===== src/rtl/sliced_hold.sv =====
module sliced_hold #(
  parameter int CC_W = 16,
  parameter int CG_W = 20,
  parameter int PD_W = 32,
  parameter int VT_W = 64
) (
  input  logic            clk,
  input  logic            rst_n,
  input  logic            cc_vld,
  input  logic [CC_W-1:0] cc_word,
  input  logic            cg_vld,
  input  logic [CG_W-1:0] cg_word,
  input  logic            pd_vld,
  input  logic [PD_W-1:0] pd_word,
  input  logic            vt_vld,
  input  logic [VT_W-1:0] vt_word,
  input  logic [7:0]      reg_addr,
  input  logic            reg_we,
  input  logic [7:0]      reg_wdata,
  output logic [7:0]      reg_rdata,
  output logic            cc_avail,
  output logic            evt_cc,
  output logic            evt_cg,
  output logic            evt_pd,
  output logic            evt_vt
);
  localparam logic [7:0] MODE_ADDR = 8'h70;
  localparam logic [7:0] CTRL_ADDR = 8'h78;

  logic [CC_W-1:0] cc_rb;
  logic [CG_W-1:0] cg_rb;
  logic [PD_W-1:0] pd_rb;
  logic [VT_W-1:0] vt_rb;
  logic            cg_seen, pd_seen, chg_mode;
  logic [63:0]     win;

  wire done_wr = reg_we && reg_addr == CTRL_ADDR && reg_wdata[0];
  wire mode_wr = reg_we && reg_addr == MODE_ADDR;
  wire cc_take = cc_vld && !cc_avail;
  wire cg_diff = !cg_seen || cg_word != cg_rb;
  wire pd_diff = !pd_seen || pd_word != pd_rb;

  always_ff @(posedge clk) begin
    if (!rst_n) begin
      cc_rb    <= '0;
      cg_rb    <= '0;
      pd_rb    <= '0;
      vt_rb    <= '0;
      cg_seen  <= 1'b0;
      pd_seen  <= 1'b0;
      chg_mode <= 1'b0;
      cc_avail <= 1'b0;
      evt_cc   <= 1'b0;
      evt_cg   <= 1'b0;
      evt_pd   <= 1'b0;
      evt_vt   <= 1'b0;
    end else begin
      evt_cc <= cc_take;
      evt_cg <= cg_vld && cg_diff;
      evt_pd <= pd_vld && (!chg_mode || pd_diff);
      evt_vt <= vt_vld;
      if (cc_take) begin
        cc_rb    <= cc_word;
        cc_avail <= 1'b1;
      end else if (done_wr) begin
        cc_avail <= 1'b0;
      end
      if (cg_vld) begin
        cg_rb   <= cg_word;
        cg_seen <= 1'b1;
      end
      if (pd_vld) begin
        pd_rb   <= pd_word;
        pd_seen <= 1'b1;
      end
      if (vt_vld) vt_rb <= vt_word;
      if (mode_wr) chg_mode <= reg_wdata[0];
    end
  end

  always_comb begin
    case (reg_addr[7:3])
      5'd0:    win = 64'(cc_rb);
      5'd1:    win = 64'(cg_rb);
      5'd2:    win = 64'(pd_rb);
      5'd3:    win = 64'(vt_rb);
      default: win = '0;
    endcase
    if (reg_addr == MODE_ADDR)      reg_rdata = {7'b0, chg_mode};
    else if (reg_addr == CTRL_ADDR) reg_rdata = {6'b0, cc_avail, 1'b0};
    else                            reg_rdata = win[{reg_addr[2:0], 3'b000} +: 8];
  end
endmodule



===== config.mk =====
export PLATFORM = sky130hd
export DESIGN_NAME = sliced_hold
export DESIGN_NICKNAME = d
export VERILOG_FILES = /design/src/rtl/sliced_hold.sv
export SDC_FILE = /design/constraint.sdc
export NUM_CORES = 1
export LEC_CHECK = 0
export ABC_AREA = 1
export CAP_MARGIN = 15
export CORE_ASPECT_RATIO = 1.5
export CORE_MARGIN = 5
export CORE_UTILIZATION = 65
export CTS_CLUSTER_DIAMETER = 60
export DETAILED_ROUTE_END_ITERATION = 7
export DONT_BUFFER_PORTS = 1
export PLACE_DENSITY = 0.92
export SLEW_MARGIN = 20
export SYNTH_ARGS = -nofsm -noshare
export SYNTH_HDL_FRONTEND = slang
export SYNTH_SLANG_ARGS = --single-unit

===== constraint.sdc =====
create_clock -name clk -period 2.8 [get_ports clk]
set_input_delay 0.56 -clock clk [delete_from_list [all_inputs] [get_ports clk]]
set_output_delay 0.56 -clock clk [all_outputs]
set_load 0.01 [all_outputs]

==> results of run 1 <==
==> worst max-delay path, delay by kind of cell <==
kind                   cells  cell delay (ps)
buffers and inverters      4              620
AOI/OAI and AO/OA          1              160
and+or+nand+nor            5              560
==> report_power, final <==
| group | internal (mW) | switching (mW) | leakage (nW) |
|---|---|---|---|
| registers | 2.14 | 0.105 | 1.16 |
| logic | 0.169 | 0.267 | 1.63 |
| clock network | 1.40 | 0.861 | 0.284 |
==> synthesized netlist by cell type <==
cell type	number	area share, %
nor2_1	226	13
nand2_2	1	0.093
nor2_4	3	0.50
and3_1	1	0.093
buf_4	3	0.33
nand3_4	1	0.26
nand3_2	4	0.59
o22ai_1	9	0.83
clkinv_2	1	0.074
xor2_1	4	0.52
inv_1	65	3.6
nand3_1	24	1.8
buf_6	5	0.83
a211oi_1	2	0.22
nor4_1	1	0.093
a22o_1	1	0.13
inv_2	3	0.17
o21ai_0	165	12
a31oi_1	1	0.093
clkinv_1	1	0.056
or2_2	2	0.19
o21ai_1	2	0.15
a21oi_1	56	4.2
inv_4	1	0.093
nand4_1	34	3.2
clkbuf_1	37	2.1
nand2_1	156	8.7
a31o_2	1	0.13
nor3_1	1	0.074
buf_2	9	0.67
buf_1	5	0.28
o2111ai_1	2	0.26
dfxtp_1	140	42
xnor2_1	15	1.9
a21oi_2	1	0.13
o211ai_1	13	1.4
==> through the flow <==
stage	std cells	util (%)	hold WS, ps
finish	1096	71.9	218
global route	1096	71.9	211
CTS	1096	71.9	216
detailed placement	1064	66.0	448
global placement	1064	66.0	431
floorplan	996	-	423
==> cells in the final DEF (no fill, tap or decap), types with 10 or more instances in the layout <==
master / synthesis / routed
dfxtp_1: 140 / 140
buf_4: 3 / 10
a21oi_1: 56 / 56
o21ai_0: 165 / 165
nand2_1: 156 / 156
nor2_1: 226 / 226
o211ai_1: 13 / 13
clkbuf_16: 0 / 17
nand4_1: 34 / 34
nand3_1: 24 / 24
xnor2_1: 15 / 15
inv_1: 65 / 64
==> kinds of logic after synthesis <==
kind of cell	count (synthesis)	synth area share, %
simple gates	454	28.1
compound gates	253	19.8
flops	140	41.5
buf+inv	130	8.17
xor+xnor	19	2.47
==> layout make-up <==
cell class	instances	area, um2	share of cell area (%)
Timing Repair Buffer	10	75.1	1.03
Tap cell	117	146	2.01
Inverter	71	270	3.71
Clock buffer	22	484	6.64
Clock inverter	10	114	1.56
Multi-Input combinational cell	726	3400	46.6
Sequential cell	140	2800	38.5
==> routing by layer <==
metal | GRT usage [%] | vias to the layer above
met1 | 36.4 | 2982
li1 | - | 3225
met3 | 10.5 | 95
met2 | 51.7 | 345
met4 | 20.8 | 0
met5 | 0 | -
==> worst min-delay path by stage <==
| stage | endpoint | cells past startpoint | start |
|---|---|---|---|
| global placement | cg_seen | 2 | cg_seen |
| detailed placement | cg_seen | 2 | cg_seen |
| floorplan | cg_seen | 2 | cg_seen |
| CTS | pd_rb[1] | 1 | pd_vld |
| finish | pd_rb[1] | 1 | pd_vld |
| global route | cg_rb[4] | 1 | cg_vld |
==> registers in the layout, summed over array words and instances (netlist names) <==
| name | flops |
|---|---|
| cc_avail | 1 |
| cc_rb | 16 |
| pd_rb | 32 |
| pd_seen | 1 |
| chg_mode | 1 |
| evt_pd | 1 |
| evt_cc | 1 |
| vt_rb | 64 |
| cg_rb | 20 |
| cg_seen | 1 |
| evt_cg | 1 |
| evt_vt | 1 |
==> flow_metrics.py, run 1 <==
metrics = {
    "route": {
        "drtIter0Drc": 756,
        "routed_wl_mm": 20.0,
        "dr.max_layer_used": "met4",
        "routed_via_density": 6.06,
        "met3WireLength_mm": 1.86,
        "avgRoutedWirePerCell_um": 18.2,
        "ant_nets": 0,
        "route.met2.wl_mm": 9.66,
        "drc": 0,
        "dr_total_vias": 6647,
        "dr.pass1.iters": 6,
        "wl_met1_mm": 7.11,
    },
    "yosys": {
        "syn_nets": 1151,
        "synth_warnings": 0,
        "synth_seq_cells": 140,
        "ys_seq_area_share_pct": 41.5,
        "syn_inst": 996,
        "synth.distinct_cells": 36,
        "syn_area_um2": 6750,
        "syn_area_per_cell_um2": 6.78,
    },
    "die": {
        "coreArea_um2": 10100,
        "ios": 168,
        "rows": 45,
        "die_area_um2": 12600,
        "initial_core_util_pct": 66.6,
        "die_w_um": 93.2,
        "dieHeight_um": 135,
    },
    "power_and_ir_drop": {
        "p_total_mw": 4.94,
        "vdd_drop_max_mv": 0.614,
        "p_leak_nw": 3.08,
        "powerDensity_nw_per_um2": 678,
    },
    "finish": {
        "area_delta_synth_final_pct": 7.97,
        "nets": 1121,
        "final_area_um2": 7290,
        "fillers": 843,
        "drive_above_1_share_pct": 6.13,
        "diodes": 0,
    },
    "grt": {
        "antenna_found_initial": 0,
        "grt_pass1_wl_mm": 31.6,
        "grt_max_degree": 141,
        "grt_pass1_vias": 6358,
        "gr-total-overflow": 0,
        "grt_usage_pct": 32.2,
    },
    "cts": {
        "cts_root_buf": "clkbuf_16",
        "cts_setup_buffers": 0,
        "htreeDepth": 4,
        "tritoncts": "yes",
        "cts.sinks": 140,
        "holdBufCountCts": 0,
        "clock_latency_ps": 420,
        "post_cts_resized": 0,
        "cts_buffers": 17,
        "clockBufferDepth": 2,
        "clk_pin_slew_ps": 60,
    },
    "setup_path": {
        "cp_common_cell": "nand2_1",
        "cp_max_fo": 14,
        "rr_worst_depth": 5,
        "criticalPathCategory": "in -> out",
        "max_stage_delay_ps": 220,
        "r2r_end": "cc_avail",
        "reg2reg_from": "cc_avail",
        "crit_path_end": "reg_rdata[2]",
        "cp.arrival_ps": 1910,
        "startpoint_type": "input port",
        "worstSetupEndpointType": "output pin",
        "path_cells": "inv_1 > nand3_4 > clkinv_2 > buf_4 > nand2_1 > nand2_1 > o21ai_0 > nand4_1 > nand2_1 > inv_1",
        "critPathSlowestCell": "buf_4",
        "worst-r2r-setup-slack_ps": 1310,
        "critPathRequiredTime_ps": 2240,
        "cp-startpoint": "reg_addr[3]",
    },
    "timing": {
        "hold_violations": 0,
        "rsz0062_at_grt": "false",
        "setup_tns_ps": 0,
        "fin_ws_ps": 334,
        "timing.final.max_slew_violations": 0,
        "setup_viol": 0,
        "fin_crit_sh_pct": 88.1,
        "relSlewSlack_pct": 35.7,
        "worst_slew_pin_slew_ps": 963,
        "finClkSkew_ps": 6.73,
        "fmax_mhz": 405,
        "fin_crit_ps": 2470,
    },
    "status": {
        "status": "finished clean",
    },
    "min_path": {
        "hp-class": "in -> reg",
    },
    "place": {
        "placed_area_um2": 6690,
        "preCtsSetupSlack_ps": 398,
        "portBuffers": 0,
        "dp_hpwl_mm": 14.3,
        "gp_congestion": 0.974,
    },
    "job": {
        "cap_violations": 0,
    },
}
(Power assumes the default switching activity.)
==> run 2, diff against run 1 <==
--- a/config.mk
+++ b/config.mk
@@ -14,6 +14,7 @@
 export DETAILED_ROUTE_END_ITERATION = 7
 export DONT_BUFFER_PORTS = 1
 export PLACE_DENSITY = 0.92
+export REMOVE_ABC_BUFFERS = 1
 export SLEW_MARGIN = 20
 export SYNTH_ARGS = -nofsm -noshare
 export SYNTH_HDL_FRONTEND = slang
==> run 2 against run 1 <==
Against the previous run:
- the run now ends with DRC left
- cell area increased by 1.0%
- sequential share of layout area decreased by 0.39 points
- fmax decreased by 5.8%
- non-clock buffer count decreased by 1
- critical path depth unchanged
- clock power increased by 15%
- hold slack improved by 2.0 ps
- clock-buffer cell count decreased by 5
- utilization increased by 0.74 points
- largest power group unchanged
- highest routed layer unchanged
==> flow_metrics.py, run 2 (synthesis results as in run 1) <==
metrics = {
    "status": {
        "status": "finished with violations",
        "violations": "DRC",
    },
    "timing": {
        "setup_tns_ps": 0,
        "worst_slew_pin_slew_ps": 703,
        "fin_crit_sh_pct": 93.5,
        "finClkSkew_ps": 4.48,
        "relSlewSlack_pct": 53.1,
        "timing.final.max_slew_violations": 0,
        "setup_viol": 0,
        "finalHoldWorstSlack_ps": 220,
        "fin_ws_ps": 183,
        "rsz0062_at_grt": "false",
        "fmax_mhz": 382,
        "fin_crit_ps": 2620,
        "hold_violations": 0,
    },
    "finish": {
        "multi_input_area_um2": 3400,
        "fin_cells": 1095,
        "drive_above_1_share_pct": 6.13,
        "diodes": 0,
        "layout_commonest_cell": "nor2_1",
        "largest_reg_flops": 64,
        "reg_top3": "vt_rb x64, pd_rb x32, cg_rb x20",
        "most-common-layout-cells": "nor2_1, o21ai_0, nand2_1, dfxtp_1, inv_1",
        "nets": 1120,
        "top_register": "vt_rb",
        "regArea_um2": 2800,
        "final_area_um2": 7360,
        "final_core_util_pct": 72.7,
        "area_delta_synth_final_pct": 9.08,
        "fillers": 795,
    },
    "setup_path": {
        "crit_buf_inv": 2,
        "criticalPathCategory": "in -> out",
        "cp_common_cell": "nand2_1",
        "critPathSlowestCell": "nor2_4",
        "cp_max_fo": 12,
        "worstSetupEndpointType": "output pin",
        "max_stage_delay_ps": 280,
        "critical_path.top_delay_family": "simple AND/OR/NAND/NOR gates",
        "cp.arrival_ps": 2060,
        "critPathRequiredTime_ps": 2240,
        "startpoint_type": "input port",
        "path_cells": "nor2_4 > buf_4 > nand3_1 > inv_2 > nand2_1 > nand2_1 > nor2_1 > a21oi_1 > o211ai_1 > nand2_1",
    },
    "route": {
        "avgRoutedWirePerCell_um": 18.0,
        "met3WireLength_mm": 1.81,
        "dr.max_layer_used": "met4",
        "routed_wl_mm": 19.7,
        "route.met2.wl_mm": 9.69,
        "dr_total_vias": 6716,
        "routed_via_density": 6.13,
        "wl_met1_mm": 7.06,
        "drtIter0Drc": 625,
        "ant_nets": 0,
        "drc": 1,
        "dr.pass1.iters": 8,
    },
    "place": {
        "gp_congestion": 0.874,
        "placed_area_um2": 6680,
        "placed_cells": 1063,
        "dp_hpwl_mm": 13.5,
        "preCtsSetupSlack_ps": 220,
        "portBuffers": 0,
    },
    "die": {
        "coreArea_um2": 10100,
        "die_area_um2": 12600,
        "rows": 45,
        "ios": 168,
        "initial_core_util_pct": 66.6,
        "dieHeight_um": 135,
        "die_w_um": 93.2,
    },
    "power_and_ir_drop": {
        "powerDensity_nw_per_um2": 718,
        "vdd_drop_max_mv": 0.520,
        "p_total_mw": 5.28,
        "p_leak_nw": 3.13,
    },
    "min_path": {
        "hp-class": "in -> reg",
    },
    "grt": {
        "gr-total-overflow": 0,
        "antenna_found_initial": 0,
        "grt_pass1_wl_mm": 31.3,
        "grt_max_degree": 141,
        "grt_pass1_vias": 6609,
        "grt_usage_pct": 31.6,
    },
    "cts": {
        "clock_latency_ps": 420,
        "cts_setup_buffers": 0,
        "holdBufCountCts": 0,
        "clk_pin_slew_ps": 60,
        "cts_buffers": 17,
        "htreeDepth": 4,
        "post_cts_resized": 0,
        "cts.sinks": 140,
        "cts_root_buf": "clkbuf_16",
        "clockBufferDepth": 2,
        "tritoncts": "yes",
    },
    "job": {
        "cap_violations": 0,
    },
}
[run 2: cell count changes in the layout (fill, tap and decap cells not counted), sizes merged]
cell      delta
buf          -1
bufinv       +4
clkbuf       -5
clkinv       -1
clkinvlp     -4
inv          +6
[run 2: worst paths after layout]
check | startpoint | depth (start not counted) | slack (ps) | endpoint
min reg2reg | pd_seen | 2 | 460 | pd_seen
min | cg_vld | 1 | 220 | cg_rb[19]
max | reg_addr[5] | 10 | 180 | reg_rdata[6]
max reg2reg | cc_avail | 4 | 1350 | cc_avail
[run 2: cell type report]
class,instances,area share (%)
tap,117,1.99
clock buffer,17,5.78
inverter,71,3.67
multi-input combinational,726,46.1
timing repair buffer,9,0.918
clock inverter,15,3.47
sequential,140,38.1
[run 2: report_power, final]
group	switching, mW	internal (mW)
registers	0.102	2.14
logic	0.265	0.168
clock network	0.921	1.69
total	1.29	4.00
[run 2: layer usage]
metal,global-route usage [%],vias to the layer above
met3,7.92,88
met4,19.5,0
li1,-,3213
met5,0,-
met1,35.4,3024
met2,53.3,391
==> run 3, diff against run 2 <==
--- a/config.mk
+++ b/config.mk
@@ -14,6 +14,7 @@
 export DETAILED_ROUTE_END_ITERATION = 7
 export DONT_BUFFER_PORTS = 1
 export PLACE_DENSITY = 0.92
+export RECOVER_POWER = 100
 export REMOVE_ABC_BUFFERS = 1
 export SLEW_MARGIN = 20
 export SYNTH_ARGS = -nofsm -noshare
==> run 3 against run 2 <==
Against the previous run:
- hold slack better by 4.7 ps
- total power fell by 0.13%
- die area unchanged
- fmax fell by 0.31%
- clock skew about the same
- register-to-register slack barely moved
- cell area hardly changed
- combinational power about the same
- the run still ends with DRC left
- clock-buffer cell count unchanged
- flip-flop and latch count did not move
- critical path type unchanged
==> flow_metrics.py, run 3 (synthesis results as in run 1) <==
metrics = {
    "timing": {
        "setup_viol": 0,
        "finClkSkew_ps": 4.30,
        "fin_crit_sh_pct": 93.8,
        "worst_slew_pin_slew_ps": 1280,
        "fin_ws_ps": 175,
        "hold_violations": 0,
        "setup_tns_ps": 0,
        "relSlewSlack_pct": 14.3,
        "fmax_mhz": 381,
        "rsz0062_at_grt": "false",
        "fin_crit_ps": 2630,
        "timing.final.max_slew_violations": 0,
    },
    "route": {
        "avgRoutedWirePerCell_um": 17.9,
        "ant_nets": 0,
        "drtIter0Drc": 629,
        "routed_wl_mm": 19.6,
        "dr_total_vias": 6695,
        "dr.pass1.iters": 8,
        "drc": 1,
        "routed_via_density": 6.11,
    },
    "power_and_ir_drop": {
        "vdd_drop_max_mv": 0.516,
        "cell_internal_pwr_mw": 4.00,
        "powerDensity_nw_per_um2": 717,
        "combinationalPowerShare_pct": 8.2,
        "p_leak_nw": 3.12,
        "p_switching_mw": 1.28,
        "power_frac_clock_pct": 49.3,
        "seq_power_share_pct": 42.4,
        "swShare_pct": 24.3,
    },
    "die": {
        "initial_core_util_pct": 66.6,
        "dieHeight_um": 135,
        "coreArea_um2": 10100,
        "die_area_um2": 12600,
        "rows": 45,
        "ios": 168,
        "die_w_um": 93.2,
    },
    "setup_path": {
        "cp_max_fo": 26,
        "startpoint_type": "input port",
        "criticalPathCategory": "in -> out",
        "critPathRequiredTime_ps": 2240,
        "cp.arrival_ps": 2070,
        "worstSetupEndpointType": "output pin",
    },
    "finish": {
        "layout_commonest_cell": "nor2_1",
        "nets": 1120,
        "regArea_um2": 2800,
        "multi_input_area_um2": 3400,
        "top_register": "vt_rb",
        "diodes": 0,
        "drive_above_1_share_pct": 5.93,
        "largest_reg_flops": 64,
        "most-common-layout-cells": "nor2_1, o21ai_0, nand2_1, dfxtp_1, inv_1",
        "area_delta_synth_final_pct": 9.01,
        "reg_top3": "vt_rb x64, pd_rb x32, cg_rb x20",
        "final_core_util_pct": 72.6,
        "fillers": 798,
    },
    "job": {
        "cap_violations": 0,
    },
    "place": {
        "preCtsSetupSlack_ps": 220,
        "portBuffers": 0,
        "gp_congestion": 0.874,
        "dp_hpwl_mm": 13.5,
    },
    "cts": {
        "tritoncts": "yes",
        "holdBufCountCts": 0,
        "post_cts_resized": 0,
        "cts_setup_buffers": 0,
        "cts_buffers": 17,
        "cts.sinks": 140,
        "cts_root_buf": "clkbuf_16",
        "clockBufferDepth": 2,
        "htreeDepth": 4,
        "clock_latency_ps": 420,
        "clk_pin_slew_ps": 60,
    },
    "grt": {
        "grt_pass1_wl_mm": 31.3,
        "gr-total-overflow": 0,
        "grt_max_degree": 141,
        "grt_pass1_vias": 6609,
        "grt_usage_pct": 31.6,
        "antenna_found_initial": 0,
    },
    "status": {
        "status": "finished with violations",
        "violations": "DRC",
    },
    "min_path": {
        "hp-class": "in -> reg",
    },
}
[run 3: worst paths after layout]
kind,startpoint,endpoint,slack [ps],cells after the start
min,cg_vld,cg_rb[19],220,1
max reg2reg,cc_avail,cc_avail,1360,4
min reg2reg,pd_seen,pd_seen,460,2
max,reg_addr[5],reg_rdata[0],170,10
[run 3: area by class of cell]
type / count / share of cell area (%)
multi-input cells: 726 / 46.1
flip-flops and latches: 140 / 38.1
clock buffers: 17 / 5.78
inverters: 71 / 3.66
clock inverters: 15 / 3.47
well taps: 117 / 1.99
repair buffers: 9 / 0.867
[run 3: critical path: stages]
cell and delay (ps):
nor2_4 280, nand3_2 130, clkinv_2 300, buf_4 250, nand2_1 70, nand3_1 80, nand3_1 90, nand4_1 90
nand2_1 60, nand2_1 140
[run 3: power by group through the flow]
stage	sequential, mW	combinational (mW)	clock (mW)
after global placement	2.27	0.408	0
after detailed placement	2.28	0.423	0
after CTS	2.24	0.432	2.60
final	2.24	0.433	2.60
after global routing	2.25	0.500	2.69
after floorplan	2.24	0.334	0
[run 3: metrics by stage]
stage | std cells | hold WS, ps | instance area [um2] | total power [mW]
4_1_cts | 1095 | 219 | 7360 | 5.27
2_1_floorplan | 937 | 421 | 6470 | 2.58
3_3_place_gp | 1063 | 436 | 6680 | 2.68
3_5_place_dp | 1063 | 442 | 6680 | 2.70
5_1_grt | 1095 | 219 | 7360 | 5.45
6_report | 1095 | 225 | 7360 | 5.28
[run 3: metal layers]
metal	wire length (um)	up-vias	part of all wire [%]	track usage, %
met4	1190	0	6.0	19.5
met1	7000	3004	36	35.4
li1	-	3213	-	-
met2	9590	394	49	53.3
met5	0	-	0	0
met3	1860	84	9.5	7.92
